`src/rtl/dac_reg_pkg.sv`:
```
package dac_reg_pkg;

    typedef enum logic [2:0] {
        ST_CLEAR    = 3'd0,
        ST_IDLE     = 3'd1,
        ST_CS_ONLY  = 3'd2,
        ST_WR_ONLY  = 3'd3,
        ST_BOTH_LOW = 3'd4
    } wr_state_e;

    // Map the synchronised strobe pair to the state it represents.
    function automatic wr_state_e strobe_state(input logic cs_n_s, input logic wr_n_s);
        wr_state_e st;
        unique case ({cs_n_s, wr_n_s})
            2'b11:   st = ST_IDLE;
            2'b01:   st = ST_CS_ONLY;
            2'b10:   st = ST_WR_ONLY;
            default: st = ST_BOTH_LOW;
        endcase
        return st;
    endfunction

endpackage

```
`src/rtl/sync_chain.sv`:
```
module sync_chain #(
    parameter int   WIDTH   = 1,
    parameter int   STAGES  = 2,
    parameter logic RST_BIT = 1'b0
) (
    input  logic             clk,
    input  logic             arst_n,
    input  logic [WIDTH-1:0] d,
    output logic [WIDTH-1:0] q
);
    localparam logic [WIDTH-1:0] RST_VEC = {WIDTH{RST_BIT}};

    logic [WIDTH-1:0] stage_q [STAGES];

    genvar gi;
    generate
        for (gi = 0; gi < STAGES; gi++) begin : g_stage
            if (gi == 0) begin : g_first
                always_ff @(posedge clk or negedge arst_n) begin
                    if (!arst_n) stage_q[gi] <= RST_VEC;
                    else         stage_q[gi] <= d;
                end
            end else begin : g_next
                always_ff @(posedge clk or negedge arst_n) begin
                    if (!arst_n) stage_q[gi] <= RST_VEC;
                    else         stage_q[gi] <= stage_q[gi-1];
                end
            end
        end
    endgenerate

    assign q = stage_q[STAGES-1];
endmodule

```
`src/rtl/strobe_fsm.sv`:
```
module strobe_fsm
    import dac_reg_pkg::*;
(
    input  logic clk,
    input  logic arst_n,
    input  logic clr_sync_n,
    input  logic cs_n_s,
    input  logic wr_n_s,
    output logic load_now,
    output logic load_pulse
);
    wr_state_e state_q, state_d;

    // Next state and load decision.
    always_comb begin
        state_d  = state_q;
        load_now = 1'b0;
        if (!clr_sync_n) begin
            state_d = ST_CLEAR;
        end else begin
            unique case (state_q)
                ST_CLEAR:    state_d = strobe_state(cs_n_s, wr_n_s);
                ST_IDLE:     state_d = strobe_state(cs_n_s, wr_n_s);
                ST_CS_ONLY:  state_d = strobe_state(cs_n_s, wr_n_s);
                ST_WR_ONLY:  state_d = strobe_state(cs_n_s, wr_n_s);
                ST_BOTH_LOW: begin
                    state_d  = strobe_state(cs_n_s, wr_n_s);
                    load_now = (cs_n_s | wr_n_s);
                end
                default:     state_d = ST_CLEAR;
            endcase
        end
    end

    // State register.
    always_ff @(posedge clk or negedge arst_n) begin
        if (!arst_n) state_q <= ST_CLEAR;
        else         state_q <= state_d;
    end

    // Output register.
    always_ff @(posedge clk or negedge arst_n) begin
        if (!arst_n) load_pulse <= 1'b0;
        else         load_pulse <= load_now;
    end
endmodule

```
`src/rtl/code_reg.sv`:
```
module code_reg #(
    parameter int DATA_W = 8
) (
    input  logic              clk,
    input  logic              arst_n,
    input  logic              clr_sync_n,
    input  logic              load,
    input  logic [DATA_W-1:0] d,
    output logic [DATA_W-1:0] q
);
    always_ff @(posedge clk or negedge arst_n) begin
        if (!arst_n)          q <= '0;
        else if (!clr_sync_n) q <= '0;
        else if (load)        q <= d;
    end
endmodule

```
`src/rtl/range_decode.sv`:
```
module range_decode #(
    parameter int DATA_W = 8
) (
    input  logic [DATA_W-1:0] code,
    input  logic              bipolar,
    output logic              zero_volts,
    output logic              neg_full_scale
);
    localparam logic [DATA_W-1:0] MID_CODE = {1'b1, {(DATA_W-1){1'b0}}};

    logic code_is_min;
    assign code_is_min = (code == '0);

    always_comb begin
        if (bipolar) begin
            zero_volts     = (code == MID_CODE);
            neg_full_scale = code_is_min;
        end else begin
            zero_volts     = code_is_min;
            neg_full_scale = 1'b0;
        end
    end
endmodule

```
`src/rtl/dac_strobe_latch.sv`:
```
module dac_strobe_latch #(
    parameter int DATA_W      = 8,
    parameter int SYNC_STAGES = 2
) (
    input  logic              clk,
    input  logic              clr_n,
    input  logic              cs_n,
    input  logic              wr_n,
    input  logic [DATA_W-1:0] bus_d,
    input  logic              bipolar,
    output logic [DATA_W-1:0] code_q,
    output logic              load_pulse,
    output logic              zero_volts,
    output logic              neg_full_scale
);
    logic       clr_sync_n;
    logic [1:0] strobe_s;
    logic       load_now;

    // Clear: asserted at once, released through the chain.
    sync_chain #(.WIDTH(1), .STAGES(SYNC_STAGES), .RST_BIT(1'b0)) u_clr_sync (
        .clk    (clk),
        .arst_n (clr_n),
        .d      (1'b1),
        .q      (clr_sync_n)
    );

    // Strobes: idle high while cleared.
    sync_chain #(.WIDTH(2), .STAGES(SYNC_STAGES), .RST_BIT(1'b1)) u_strobe_sync (
        .clk    (clk),
        .arst_n (clr_n),
        .d      ({cs_n, wr_n}),
        .q      (strobe_s)
    );

    strobe_fsm u_fsm (
        .clk        (clk),
        .arst_n     (clr_n),
        .clr_sync_n (clr_sync_n),
        .cs_n_s     (strobe_s[1]),
        .wr_n_s     (strobe_s[0]),
        .load_now   (load_now),
        .load_pulse (load_pulse)
    );

    code_reg #(.DATA_W(DATA_W)) u_code (
        .clk        (clk),
        .arst_n     (clr_n),
        .clr_sync_n (clr_sync_n),
        .load       (load_now),
        .d          (bus_d),
        .q          (code_q)
    );

    range_decode #(.DATA_W(DATA_W)) u_range (
        .code           (code_q),
        .bipolar        (bipolar),
        .zero_volts     (zero_volts),
        .neg_full_scale (neg_full_scale)
    );
endmodule

```
`config.mk`:
```
export PLATFORM = sky130hd
export DESIGN_NAME = dac_strobe_latch
export DESIGN_NICKNAME = d
export VERILOG_FILES = /design/src/rtl/dac_reg_pkg.sv /design/src/rtl/sync_chain.sv /design/src/rtl/strobe_fsm.sv /design/src/rtl/code_reg.sv /design/src/rtl/range_decode.sv /design/src/rtl/dac_strobe_latch.sv
export SDC_FILE = /design/constraint.sdc
export NUM_CORES = 1
export LEC_CHECK = 0
export BUFFER_PORTS_ARGS = -buffer_cell sky130_fd_sc_hd__buf_2
export CORE_MARGIN = 4
export CORE_UTILIZATION = 30
export DETAILED_ROUTE_END_ITERATION = 16
export PLACE_DENSITY_LB_ADDON = 0.25
export RECOVER_POWER = 50
export REMOVE_ABC_BUFFERS = 1
export SYNTH_ARGS = -nofsm -noshare
export SYNTH_HDL_FRONTEND = slang
export SYNTH_SLANG_ARGS = --single-unit
```
`constraint.sdc`:
```
create_clock -name clk -period 1.8 [get_ports clk]
set_input_delay 0 -clock clk [delete_from_list [all_inputs] [get_ports clk]]
set_output_delay 0 -clock clk [all_outputs]
set_load 0.005 [all_outputs]
```
==> results.md, run 1 <==
Run status:
- The flow ran to the end, and the final reports show no timing, DRC or antenna violations.

Pwr:
- Internal power comes to 0.599 mW.
- The power share of the clock group is 0.313.
- The share of total power dissipated in combinational logic is 0.116.
- Of the total power, the share spent switching nets is 0.218.
- The sequential cell fraction of total power is 0.571.
- The static leakage power is 0.544 nW.
- In this run the power density over the cells is 715 mW/mm².
- Across the VDD grid, the largest voltage drop is 0.471 mV.
- The net load switching power is 0.166 mW.

Clock tree:
- Buffers added to address setup during post-CTS repair amount to 0.
- The clock insertion delay at the later pin of the skew report is 280 ps.
- After clock tree synthesis, the clock-pin slew on the worst setup and hold paths is 100 ps.
- The H-tree depth reported by CTS is 1.
- The number of buffers added by the clock tree synthesis step is 3.
- The tree built by TritonCTS fans out to 18 sinks.
- No sink is reached through more buffers than the 2 on the longest clock path.
- The root cell of the clock tree is sky130_fd_sc_hd__clkbuf_4.
- The CTS tree is built.

Global routing:
- The total global-route track usage is 0.0986.
- Global routing finished with a remaining overflow of 0.
- The initial antenna violation count is 0.
- Entering global routing, the biggest net connects 21 pins.
- The via count of the first global-routing pass is 572.
- The global-route wire length before repair is 2520 µm.

Worst setup path:
- The peak fanout along the critical path is 3.
- The worst setup path is launched from a flop.
- The worst setup path is of the reg -> out kind.
- The depth of the most critical reg-to-reg path is 5.
- Data on the critical path arrives at its endpoint at 1630 ps.
- STA puts the critical path data required time at 1800 ps.
- The sort of element at the end of the critical path is a primary output.

Timing:
- Derived from the worst setup path, the maximum achievable clock frequency is 0.614 GHz.
- On the final layout, the worst clock skew is 0.560 ps.
- The share of the clock period used by the worst path is 0.904.
- Measured against its own limit, the worst slew margin works out to 0.386.
- The smallest clock period supported by the final layout is computed as 1630 ps.
- The number of setup violations in the final report is 0.
- The number of endpoints with negative hold slack in the final report came to 0.
- Setup slack on the critical path of the routed design comes to 172 ps.
- Setup repair after global routing left no endpoint under its margin.
- The transition time at the pin with the least slew margin is 921 ps.
- The number of pins with negative max-slew slack in the final report was 0.

Finish:
- For this run, the share of the core covered by cells in the final layout is 0.436.
- Relative to the synthesized area, the layout overhead comes to 40.2%.
- The final layout contains 119 nets.
- The fraction of final layout cells with drive strength greater than 1 is 0.347.
- The number of antenna diodes in the final layout is 0.

Placement:
- The final HPWL from detailed placement is 1050 µm.
- At the placement stage, the worst setup path has a slack of 208 ps.
- The final estimated routing congestion in global placement is 0.645.
- The count of port buffers added during placement is 23.

Detailed routing:
- For this block, the initial DRC count from the detailed router was 5.
- Before antenna repair, the detailed router went through 2 iterations.
- The via count of the routed design is 568.
- The number of vias per cell after detailed routing is 4.34.
- Dividing the detail-routed wire length by the instance count gives 10.9 µm.
- The count of nets left with antenna violations after detail routing is 0.
- For this block, the routed nets add up to 1430 µm of wire.
- The count of unresolved DRC violations after routing is 0.

Synth:
- The average cell area after synthesis is 11.9 µm².
- Summing every instance area after synthesis gives 763 µm².
- The post-synthesis cell count is 64.
- The number of warnings printed during yosys synthesis is 0.
- The unique cell type count in the Yosys netlist is 19.
- The post-synthesis sequential area ratio is 0.597.
- The synthesized design contains 18 register bits.

Run:
- The tool flagged a number of max-cap violations equal to 0.

Floorplanning:
- The die is 58.4 µm wide.
- The floorplan has 18 rows.
- The standard cell core area is 0.00245 mm².
- The count of pins on the block boundary is 24.
- The vertical die dimension is 58.4 µm.
- The die covers 0.00342 mm².
- The starting density of the core is 0.311.

Hold path:
- Counting instances, the worst hold path has a depth of 2.
- The min-delay analysis places its worst path in the category in -> reg.
## path summary, 6_finish.rpt
path,startpoint,end,slack (ps)
max in group asynchronous,clr_n,u_fsm.state_q[1]$_DFF_PN0_,880
setup / recovery,u_code.q[2]$_DFFE_PN0P_,neg_full_scale,170
setup reg to reg,u_strobe_sync.q[0]$_DFF_PN1_,u_code.q[6]$_DFFE_PN0P_,200
hold reg to reg,u_strobe_sync.stage_q[3]$_DFF_PN1_,u_strobe_sync.q[1]$_DFF_PN1_,360
min in group asynchronous,clr_n,u_code.q[5]$_DFFE_PN0P_,360
hold / removal,wr_n,u_strobe_sync.stage_q[2]$_DFF_PN1_,350
## Yosys cell counts, drive strengths merged
cell type,number,area share
ha,4,0.066
xor2,1,0.011
and3,2,0.016
o21ai,1,0.0066
and2,1,0.0082
dfrtp,14,0.46
o2111a,1,0.015
or3,1,0.0082
nand2,16,0.079
buf,1,0.0066
inv,3,0.015
mux2i,8,0.10
clkbuf,2,0.0098
or4,1,0.015
nor4b,2,0.031
dfstp,4,0.14
nor3,1,0.0066
conb,1,0.0049
## cell type report
cell class,instances,area (µm²)
multi-input combinational,40,290
sequential,18,455
clock buffer,4,36.3
timing repair buffer,36,239
fill,241,1390
inverter,3,11.3
tap,30,37.5
## timing repair
action,4_1_cts,5_1_grt
hold buffers,11,0
resized for setup,0,0
setup endpoints to repair,0,0
endpoints found under the hold margin,28,0
## critical path: stages, from the launching register on
cell                      delay (ps)
sky130_fd_sc_hd__dfrtp_1         410
sky130_fd_sc_hd__or4_4           550
sky130_fd_sc_hd__nor4b_2         240
sky130_fd_sc_hd__buf_2           150
## metrics by stage
| stage | instances | cell area [µm²] | setup TNS, ps | hold slack, ps | power, mW |
|---|---|---|---|---|---|
| detailed placement | 116 | 925 | 0 | -54.5 | 0.517 |
| CTS | 131 | 1070 | 0 | 158 | 0.780 |
| global placement | 116 | 925 | 0 | -56.4 | 0.516 |
| global route | 131 | 1070 | 0 | 344 | 0.819 |
| finish | 131 | 1070 | 0 | 354 | 0.765 |
| floorplan | 61 | 751 | -5720 | -296 | 0.475 |
## flip-flops by register name, indices dropped and copies added, names as in the netlist
signal / flops
u_fsm.state_q: 3
u_strobe_sync.stage_q: 2
u_clr_sync.stage_q: 1
u_clr_sync.q: 1
u_strobe_sync.q: 2
u_fsm.load_pulse: 1
u_code.q: 8
## power by group through the flow
stage	clock network (mW)	registers, mW	logic [mW]
floorplan	0	0.442	0.0330
global placement	0	0.445	0.0708
detailed placement	0	0.445	0.0718
CTS	0.252	0.438	0.0902
global route	0.278	0.440	0.101
finish	0.239	0.437	0.0886
## cells by family after synthesis
logic type	Yosys count	share of synthesized area
AOI/OAI and AO/OA	2	0.0213
xor gates and xnor gates	1	0.0115
DFF	18	0.597
buffers and inverters	6	0.0311
muxes	8	0.105
other	1	0.00491
adders and majority gates	4	0.0656
and+or+nand+nor	24	0.164
## placed cells by master, fill, tap and decap left out
master / synthesis / routed
sky130_fd_sc_hd__o21ai_0: 1 / 1
sky130_fd_sc_hd__ha_1: 4 / 4
sky130_fd_sc_hd__clkbuf_8: 0 / 1
sky130_fd_sc_hd__inv_1: 3 / 3
sky130_fd_sc_hd__buf_4: 0 / 2
sky130_fd_sc_hd__and3_1: 2 / 2
sky130_fd_sc_hd__nor3_1: 1 / 1
sky130_fd_sc_hd__mux2i_1: 8 / 8
sky130_fd_sc_hd__dfrtp_1: 14 / 14
sky130_fd_sc_hd__buf_2: 1 / 22
sky130_fd_sc_hd__clkbuf_4: 0 / 3
sky130_fd_sc_hd__nand2_1: 16 / 16
sky130_fd_sc_hd__and2_1: 1 / 1
sky130_fd_sc_hd__or4_4: 1 / 1
sky130_fd_sc_hd__conb_1: 1 / 1
sky130_fd_sc_hd__nor4b_2: 1 / 2
sky130_fd_sc_hd__clkbuf_1: 2 / 1
sky130_fd_sc_hd__o2111a_1: 1 / 1
sky130_fd_sc_hd__xor2_1: 1 / 1
sky130_fd_sc_hd__dfstp_2: 4 / 4
sky130_fd_sc_hd__dlygate4sd3_1: 0 / 11
sky130_fd_sc_hd__or3_1: 1 / 1
## metal layers
layer,vias up,wire length [µm],global-route usage
met5,-,0,0
met4,0,12,0.0596
met3,2,84,0.0307
met2,10,721,0.159
met1,272,611,0.114
li1,284,-,-
No activity file was read; power rests on OpenSTA's default activity.
==> run 2, diff against run 1 <==
--- a/config.mk
+++ b/config.mk
@@ -9,7 +9,7 @@
 export CORE_MARGIN = 4
 export CORE_UTILIZATION = 30
 export DETAILED_ROUTE_END_ITERATION = 16
-export PLACE_DENSITY_LB_ADDON = 0.25
+export PLACE_DENSITY_LB_ADDON = 0.12
 export RECOVER_POWER = 50
 export REMOVE_ABC_BUFFERS = 1
 export SYNTH_ARGS = -nofsm -noshare
==> run 2 against run 1 <==
Compared with the run above:
- largest power group unchanged
- cell count decreased by 0.76%
- clock power grew 4%
- sequential power hardly changed
- non-clock buffer count decreased by 1
- critical path depth unchanged
- via count is 2.1% lower
- utilization down 0.31 points
==> results.md, run 2 (synthesis results as in run 1) <==
Run status:
- The run finished with clean final reports.

Hold path:
- The type of the most critical hold path is in -> reg.

Clock tree:
- TritonCTS built the clock tree.
- The number of buffers inserted to repair setup after CTS is 0.
- The H-tree depth reported by CTS is 1.
- The number of buffers added by the clock tree synthesis step is 3.
- For this design, the sink count on the clock tree is 18.
- The clock edge transition at the registers on the reported setup and hold paths is 110 ps.
- The clock passes through at most 2 buffers.
- In this run, post-CTS repair resized a total of 0 instances.
- The tree is rooted in a sky130_fd_sc_hd__clkbuf_4.
- The clock insertion delay at the later pin of the skew report is 290 ps.
- The quantity of hold-fixing buffers added after cts is 11.

Timing:
- The transition time at the pin with the least slew margin is 948 ps.
- The clock period could shrink to 1660 ps.
- The worst setup skew after layout is 4.91 ps.
- The number of pins with negative max-slew slack in the final report is 0.
- Setup repair after global routing left no endpoint under its margin.
- In this run the tightest slew margin relative to its limit is 0.368.
- Setup violations remaining at the end of the flow were counted as 0.
- The number of endpoints with negative hold slack in the final report is 0.
- Timing would allow up to 0.604 GHz.
- Of the available clock period, the critical path in the final layout requires 0.920.

Worst setup path:
- For flop-to-flop paths, the worst setup slack is 260 ps.
- The worst setup path is of the reg -> out kind.
- The largest single stage delay on the critical path is 550 ps.
- Traced cell by cell, the critical path runs through or4_4, nor4b_2, buf_2.
- The signal arrival time at the worst endpoint is 1660 ps.
- The nature of the critical path startpoint is a flop.
- Among all stages on the critical path, the largest delay is contributed by sky130_fd_sc_hd__or4_4.
- The peak fanout along the critical path is 3.
- The sort of element at the end of the critical path is a primary output.
- Data on the critical path is required at its endpoint by 1800 ps.
- Together, buffers and inverters on the worst path number 1.
- Grouping stages by cell kind, the critical path spends the most delay in simple AND/OR/NAND/NOR gates.

Finish:
- Leaving out filler cells and counting taps, the final layout contains 130.
- u_code.q holds more flip-flops than any other register.
- The area growth from synthesis to layout is 39.2%.
- Of the cells placed in the final design, the portion with a size suffix greater than 1 is 0.340.
- 0 antenna diodes ended up in the layout.
- The largest registers in the layout are u_code.q: 8 flops, u_fsm.state_q: 3 flops.
- The finished layout cell area is 0.00106 mm².
- The top cell types in the final layout, fill and taps aside, are 22 x sky130_fd_sc_hd__buf_2, 16 x sky130_fd_sc_hd__nand2_1, 14 x sky130_fd_sc_hd__dfrtp_1.
- The register with the most flip-flops in the layout has 8 of them.
- The leading cell type in the layout, fill and taps excluded is sky130_fd_sc_hd__buf_2.
- The final layout contains 118 nets.
- At the end of the flow the core is filled with cells to 0.433.

Floorplanning:
- The floorplan step defined a die boundary enclosing 0.00342 mm².
- The starting density of the core is 0.311.
- The vertical die dimension is 58.4 µm.
- The chip width is 58.4 µm.
- The initialized floorplan defines 18 standard-cell rows.
- The core region is 0.00245 mm².
- 24 I/O pins were placed.

Global routing:
- The leftover overflow at the end of global routing is 0.
- The first global-routing pass estimated 2710 µm of wire.
- Entering global routing, the biggest net connects 21 pins.
- For this run, global-route usage on met1 was measured as 0.134.
- The met3 usage is 0.0285.
- The most used routing layer is met2.
- The total global-route track usage is 0.105.
- The initial antenna violation count is 0.
- For met2 alone, demand over resource in global routing was 0.164.
- The via count of the first global-routing pass is 589.

Pwr:
- The power density over cell area is 729 mW/mm².
- The static leakage power is 0.538 nW.
- Across the VDD grid, the largest voltage drop is 0.401 mV.

Detailed routing:
- Dividing the detail-routed via count by the number of cells gives 4.28.
- In this run the remaining antenna-violating nets after routing total 0.
- The count of unresolved DRC violations after routing is 0.
- The violation count after the first detailed-routing iteration is 10.
- Dividing the detail-routed wire length by the instance count gives 11.4 µm.
- The first TritonRoute pass finished after 3 iterations.
- The via count of the routed design is 556.
- The sum of routed wire length over all layers is 1480 µm.

Placement:
- After detailed placement, the design holds a cell count of 115.
- The congestion estimate from routability-driven global placement came to 0.668.
- Buffers placed on the I/O ports in this run total 23.
- The final HPWL from detailed placement is 1010 µm.
- The placed instance area is 917 µm².

Run:
- Max-cap violations in this run came to 0.
==> run 2: path summary, 6_finish.rpt <==
kind                                                      end                       startpoint  cells past startpoint
min in group asynchronous             u_code.q[1]$_DFFE_PN0P_                            clr_n                      2
max in group asynchronous     u_clr_sync.stage_q[1]$_DFF_PN0_                            clr_n                      2
setup reg to reg                      u_code.q[5]$_DFFE_PN0P_     u_strobe_sync.q[0]$_DFF_PN1_                      5
setup / recovery                               neg_full_scale          u_code.q[2]$_DFFE_PN0P_                      3
hold reg to reg                        u_clr_sync.q$_DFF_PN0_  u_clr_sync.stage_q[1]$_DFF_PN0_                      0
hold / removal             u_strobe_sync.stage_q[2]$_DFF_PN1_                             wr_n                      2
==> run 2: metal layers <==
layer | up-vias | share of wire | routed length [µm]
met5 | - | 0 | 0
met4 | 0 | 0.010 | 15
li1 | 279 | - | -
met1 | 265 | 0.44 | 654
met3 | 2 | 0.053 | 78
met2 | 10 | 0.49 | 729
==> run 2: layout make-up <==
| cell class | count | area [µm²] |
|---|---|---|
| clock buffer | 4 | 36.3 |
| tap | 30 | 37.5 |
| timing repair buffer | 35 | 231 |
| fill | 239 | 1390 |
| sequential | 18 | 455 |
| inverter | 3 | 11.3 |
| multi-input combinational | 40 | 290 |
==> run 2: stage by stage <==
stage / setup TNS, ps / power, mW / setup slack [ps] / hold WS [ps]
4_1_cts: 0 / 0.788 / 124 / 175
3_5_place_dp: 0 / 0.517 / 273 / -41.1
3_3_place_gp: 0 / 0.515 / 305 / -39.8
6_report: 0 / 0.774 / 143 / 350
2_1_floorplan: -5720 / 0.475 / -640 / -296
5_1_grt: 0 / 0.822 / 51.7 / 333
==> run 2: power by group <==
group | total (mW) | internal (mW) | switching (mW)
clock | 0.249 | 0.123 | 0.126
sequential | 0.438 | 0.423 | 0.0144
combinational | 0.0870 | 0.0513 | 0.0356
total | 0.774 | 0.598 | 0.176
==> run 3, diff against run 2 <==
--- a/config.mk
+++ b/config.mk
@@ -7,7 +7,7 @@
 export LEC_CHECK = 0
 export BUFFER_PORTS_ARGS = -buffer_cell sky130_fd_sc_hd__buf_2
 export CORE_MARGIN = 4
-export CORE_UTILIZATION = 30
+export CORE_UTILIZATION = 48
 export DETAILED_ROUTE_END_ITERATION = 16
 export PLACE_DENSITY_LB_ADDON = 0.12
 export RECOVER_POWER = 50
==> constraint.sdc (replaced) <==
create_clock -name clk -period 1.6 [get_ports clk]
set_input_delay 0 -clock clk [delete_from_list [all_inputs] [get_ports clk]]
set_output_delay 0 -clock clk [all_outputs]
set_load 0.005 [all_outputs]
==> run 3 against run 2 <==
Compared with the run above:
- the run now ends with setup timing left
- flip-flop and latch count unchanged
- clock skew decreased by 3.2 ps
- clock power increased by 12%
- critical endpoint unchanged
- largest cell class unchanged
==> results.md, run 3 (synthesis results as in run 1) <==
Run status:
- The flow ran to the end, but the final reports show violations.
- The final reports fail on setup timing.

Clock tree:
- The tree built by TritonCTS fans out to 18 sinks.
- The root cell of the clock tree is sky130_fd_sc_hd__clkbuf_4.
- The clock edge transition at the registers on the reported setup and hold paths is 100 ps.
- The CTS tree is built.
- The clock passes through at most 2 buffers.
- CTS built an H-tree with a depth of 1.
- The later pin in the worst-skew pair is clocked with a latency of 290 ps.
- Clock tree synthesis inserted a total of 3 buffers.

Global routing:
- Summed over all layers, the global routing overflow is 0.
- For this run, the total global-route usage over all layers was measured as 0.156.
- The via count of the first global-routing pass was 581.
- Entering global routing, the biggest net connects 21 pins.
- The global-route wire length before repair is 2410 µm.
- The initial antenna violation count is 0.

Placement:
- Routability-driven placement finished with a final weighted congestion of 0.806.
- Summing all placed instances gives a cell area of 900 µm².
- The HPWL after detailed placement is 957 µm.
- OpenSTA, run right after detailed placement, puts the worst setup slack at 71.9 ps.
- After detailed placement, the design holds a cell count of 101.
- In this run the tool buffered the top-level ports with 23 buffer cells.

Worst setup path:
- The signal arrival time at the worst endpoint is 1610 ps.
- The sort of element at the end of the critical path is a primary output.
- The depth of the most critical reg-to-reg path is 5.
- The largest individual stage delay along the critical path comes from the cell sky130_fd_sc_hd__or4_4.
- The setup path with the least slack is of type reg -> out.
- The cell family with the largest share of critical-path delay is simple AND/OR/NAND/NOR gates.
- The flop-to-flop setup slack is 40 ps.
- The worst register-to-register path ends at u_code.q[0]$_DFFE_PN0P_.
- At the worst endpoint, the required time is 1600 ps.
- Together, buffers and inverters on the worst path number 1.
- The peak fanout along the critical path is 3.
- In this design, the stage delay of the slowest critical-path cell is 540 ps.
- The critical path goes through or4_4, nor4b_2, buf_2.
- The worst reg2reg path startpoint is u_strobe_sync.q[0]$_DFF_PN1_.
- The nature of the critical path startpoint is a flop.

Pwr:
- The peak supply drop is 0.623 mV.
- Summed over all cells, the static leakage comes to 0.551 nW.
- The power density over cell area is 819 mW/mm².
- Power comes to 0.876 mW.

Floorplanning:
- The vertical die dimension is 47.9 µm.
- The number of standard-cell rows in the floorplan is 14.
- The standard cell core area is 0.00151 mm².
- The chip width is 47.9 µm.
- The floorplan step defined a die boundary enclosing 0.00229 mm².
- For this design the top-level I/O count stands at 24.
- The starting density of the core is 0.507.

Finish:
- The register with the most flip-flops is u_code.q.
- The finished layout holds 118 standard cells, fillers aside.
- The net count reported at finish is 120.
- The number of fill cells in the layout is 118.
- Measured on the finished design, the core utilization comes to 0.710.
- The leading cell type in the layout, fill and taps excluded is sky130_fd_sc_hd__buf_2.
- In the layout the commonest cells are 23 x sky130_fd_sc_hd__buf_2, 16 x sky130_fd_sc_hd__nand2_1, 14 x sky130_fd_sc_hd__dfrtp_1.
- In the final layout, the share of cells above drive strength 1 is 0.353.
- Compared with the post-synthesis result, the final layout area differs by 40.2%.
- The largest registers in the layout are u_code.q: 8 flops, u_fsm.state_q: 3 flops.
- The finished layout cell area is 0.00107 mm².
- The register with the most flip-flops in the layout has 8 of them.
- The number of inserted diodes is 0.

Timing:
- The number of setup violations in the final report is 1.
- The tightest hold path in the finished design has a slack of 349 ps.
- After layout, the worst setup slack is -11.7 ps.
- The number of endpoints with negative hold slack in the final report is 0.
- Dividing the final minimum period by the clock period gives 1.01.
- The worst slew margin relative to its limit is 0.376.
- The number of pins with negative max-slew slack in the final report is 0.
- For this run, the top clock speed supported by timing is 0.620 GHz.
- The post-route minimum period is 1610 ps.
- Setup repair after global routing could not meet its margin everywhere.
- The transition time at the pin with the least slew margin is 937 ps.
- The worst setup skew after layout is 1.66 ps.
- The total negative slack for setup checks is -11.7 ps.

Detailed routing:
- The number of vias per cell after detailed routing is 4.89.
- After detailed routing, the number of remaining DRC violations is 0.
- In this run the remaining antenna-violating nets after routing total 0.
- The average wire length per cell after detail routing is 12.7 µm.
- The sum of routed wire length over all layers is 1500 µm.
- The routed layout has 577 vias.
- Before antenna repair, the detailed router went through 4 iterations.
- The violation count after the first detailed-routing iteration is 9.

Hold path:
- The min-delay analysis places its worst path in the category in -> reg.
- Counting instances, the worst hold path has a depth of 2.
- The capture endpoint of the worst hold path is u_strobe_sync.stage_q[2]$_DFF_PN1_.
- The launch point of the worst hold path is wr_n.

Run:
- Across the run, the number of max-cap violations was 0.
run 3: how the worst max path moves through the flow:
stage,start,endpoint,slack [ps],cells past startpoint
global placement,u_strobe_sync.q[0]$_DFF_PN1_,u_code.q[5]$_DFFE_PN0P_,130,5
detailed placement,u_strobe_sync.q[0]$_DFF_PN1_,u_code.q[3]$_DFFE_PN0P_,70,5
floorplan,u_strobe_sync.q[0]$_DFF_PN1_,u_code.q[0]$_DFFE_PN0P_,-840,4
CTS,u_code.q[5]$_DFFE_PN0P_,neg_full_scale,-5,3
global route,u_code.q[5]$_DFFE_PN0P_,neg_full_scale,-100,3
finish,u_code.q[5]$_DFFE_PN0P_,neg_full_scale,-10,3
run 3: routing by layer:
layer | vias up | track usage | routed length (µm)
met1 | 271 | 0.157 | 641
met5 | - | 0 | 0
met2 | 19 | 0.285 | 758
li1 | 285 | - | -
met4 | 0 | 0.108 | 19
met3 | 2 | 0.0263 | 77
run 3: layout make-up:
type	count	area, µm²	share of cell area
Clock buffer	4	36.3	0.0339
Multi-Input combinational cell	40	299	0.280
Timing Repair Buffer	37	248	0.232
Tap cell	16	20.0	0.0187
Inverter	3	11.3	0.0105
Sequential cell	18	455	0.426
run 3: what timing repair did:
item,CTS,global route
gates resized for setup,0,3
cloned,0,1
pin swaps,2,0
hold endpoints to repair,28,0
setup buffers,1,0
hold buffers,11,0
endpoints found under the setup margin,1,8
run 3: power by group:
group	total (mW)	switching, mW	internal (mW)
clock	0.279	0.141	0.139
sequential	0.494	0.0180	0.476
combinational	0.102	0.0415	0.0610
total	0.876	0.200	0.676
run 3: worst register-to-register path: stages, from the launching register on:
cell                      delay [ps]
sky130_fd_sc_hd__dfstp_2         540
sky130_fd_sc_hd__inv_1            70
sky130_fd_sc_hd__ha_1            230
sky130_fd_sc_hd__nor4b_4         260
sky130_fd_sc_hd__buf_2           210
sky130_fd_sc_hd__mux2i_1         180
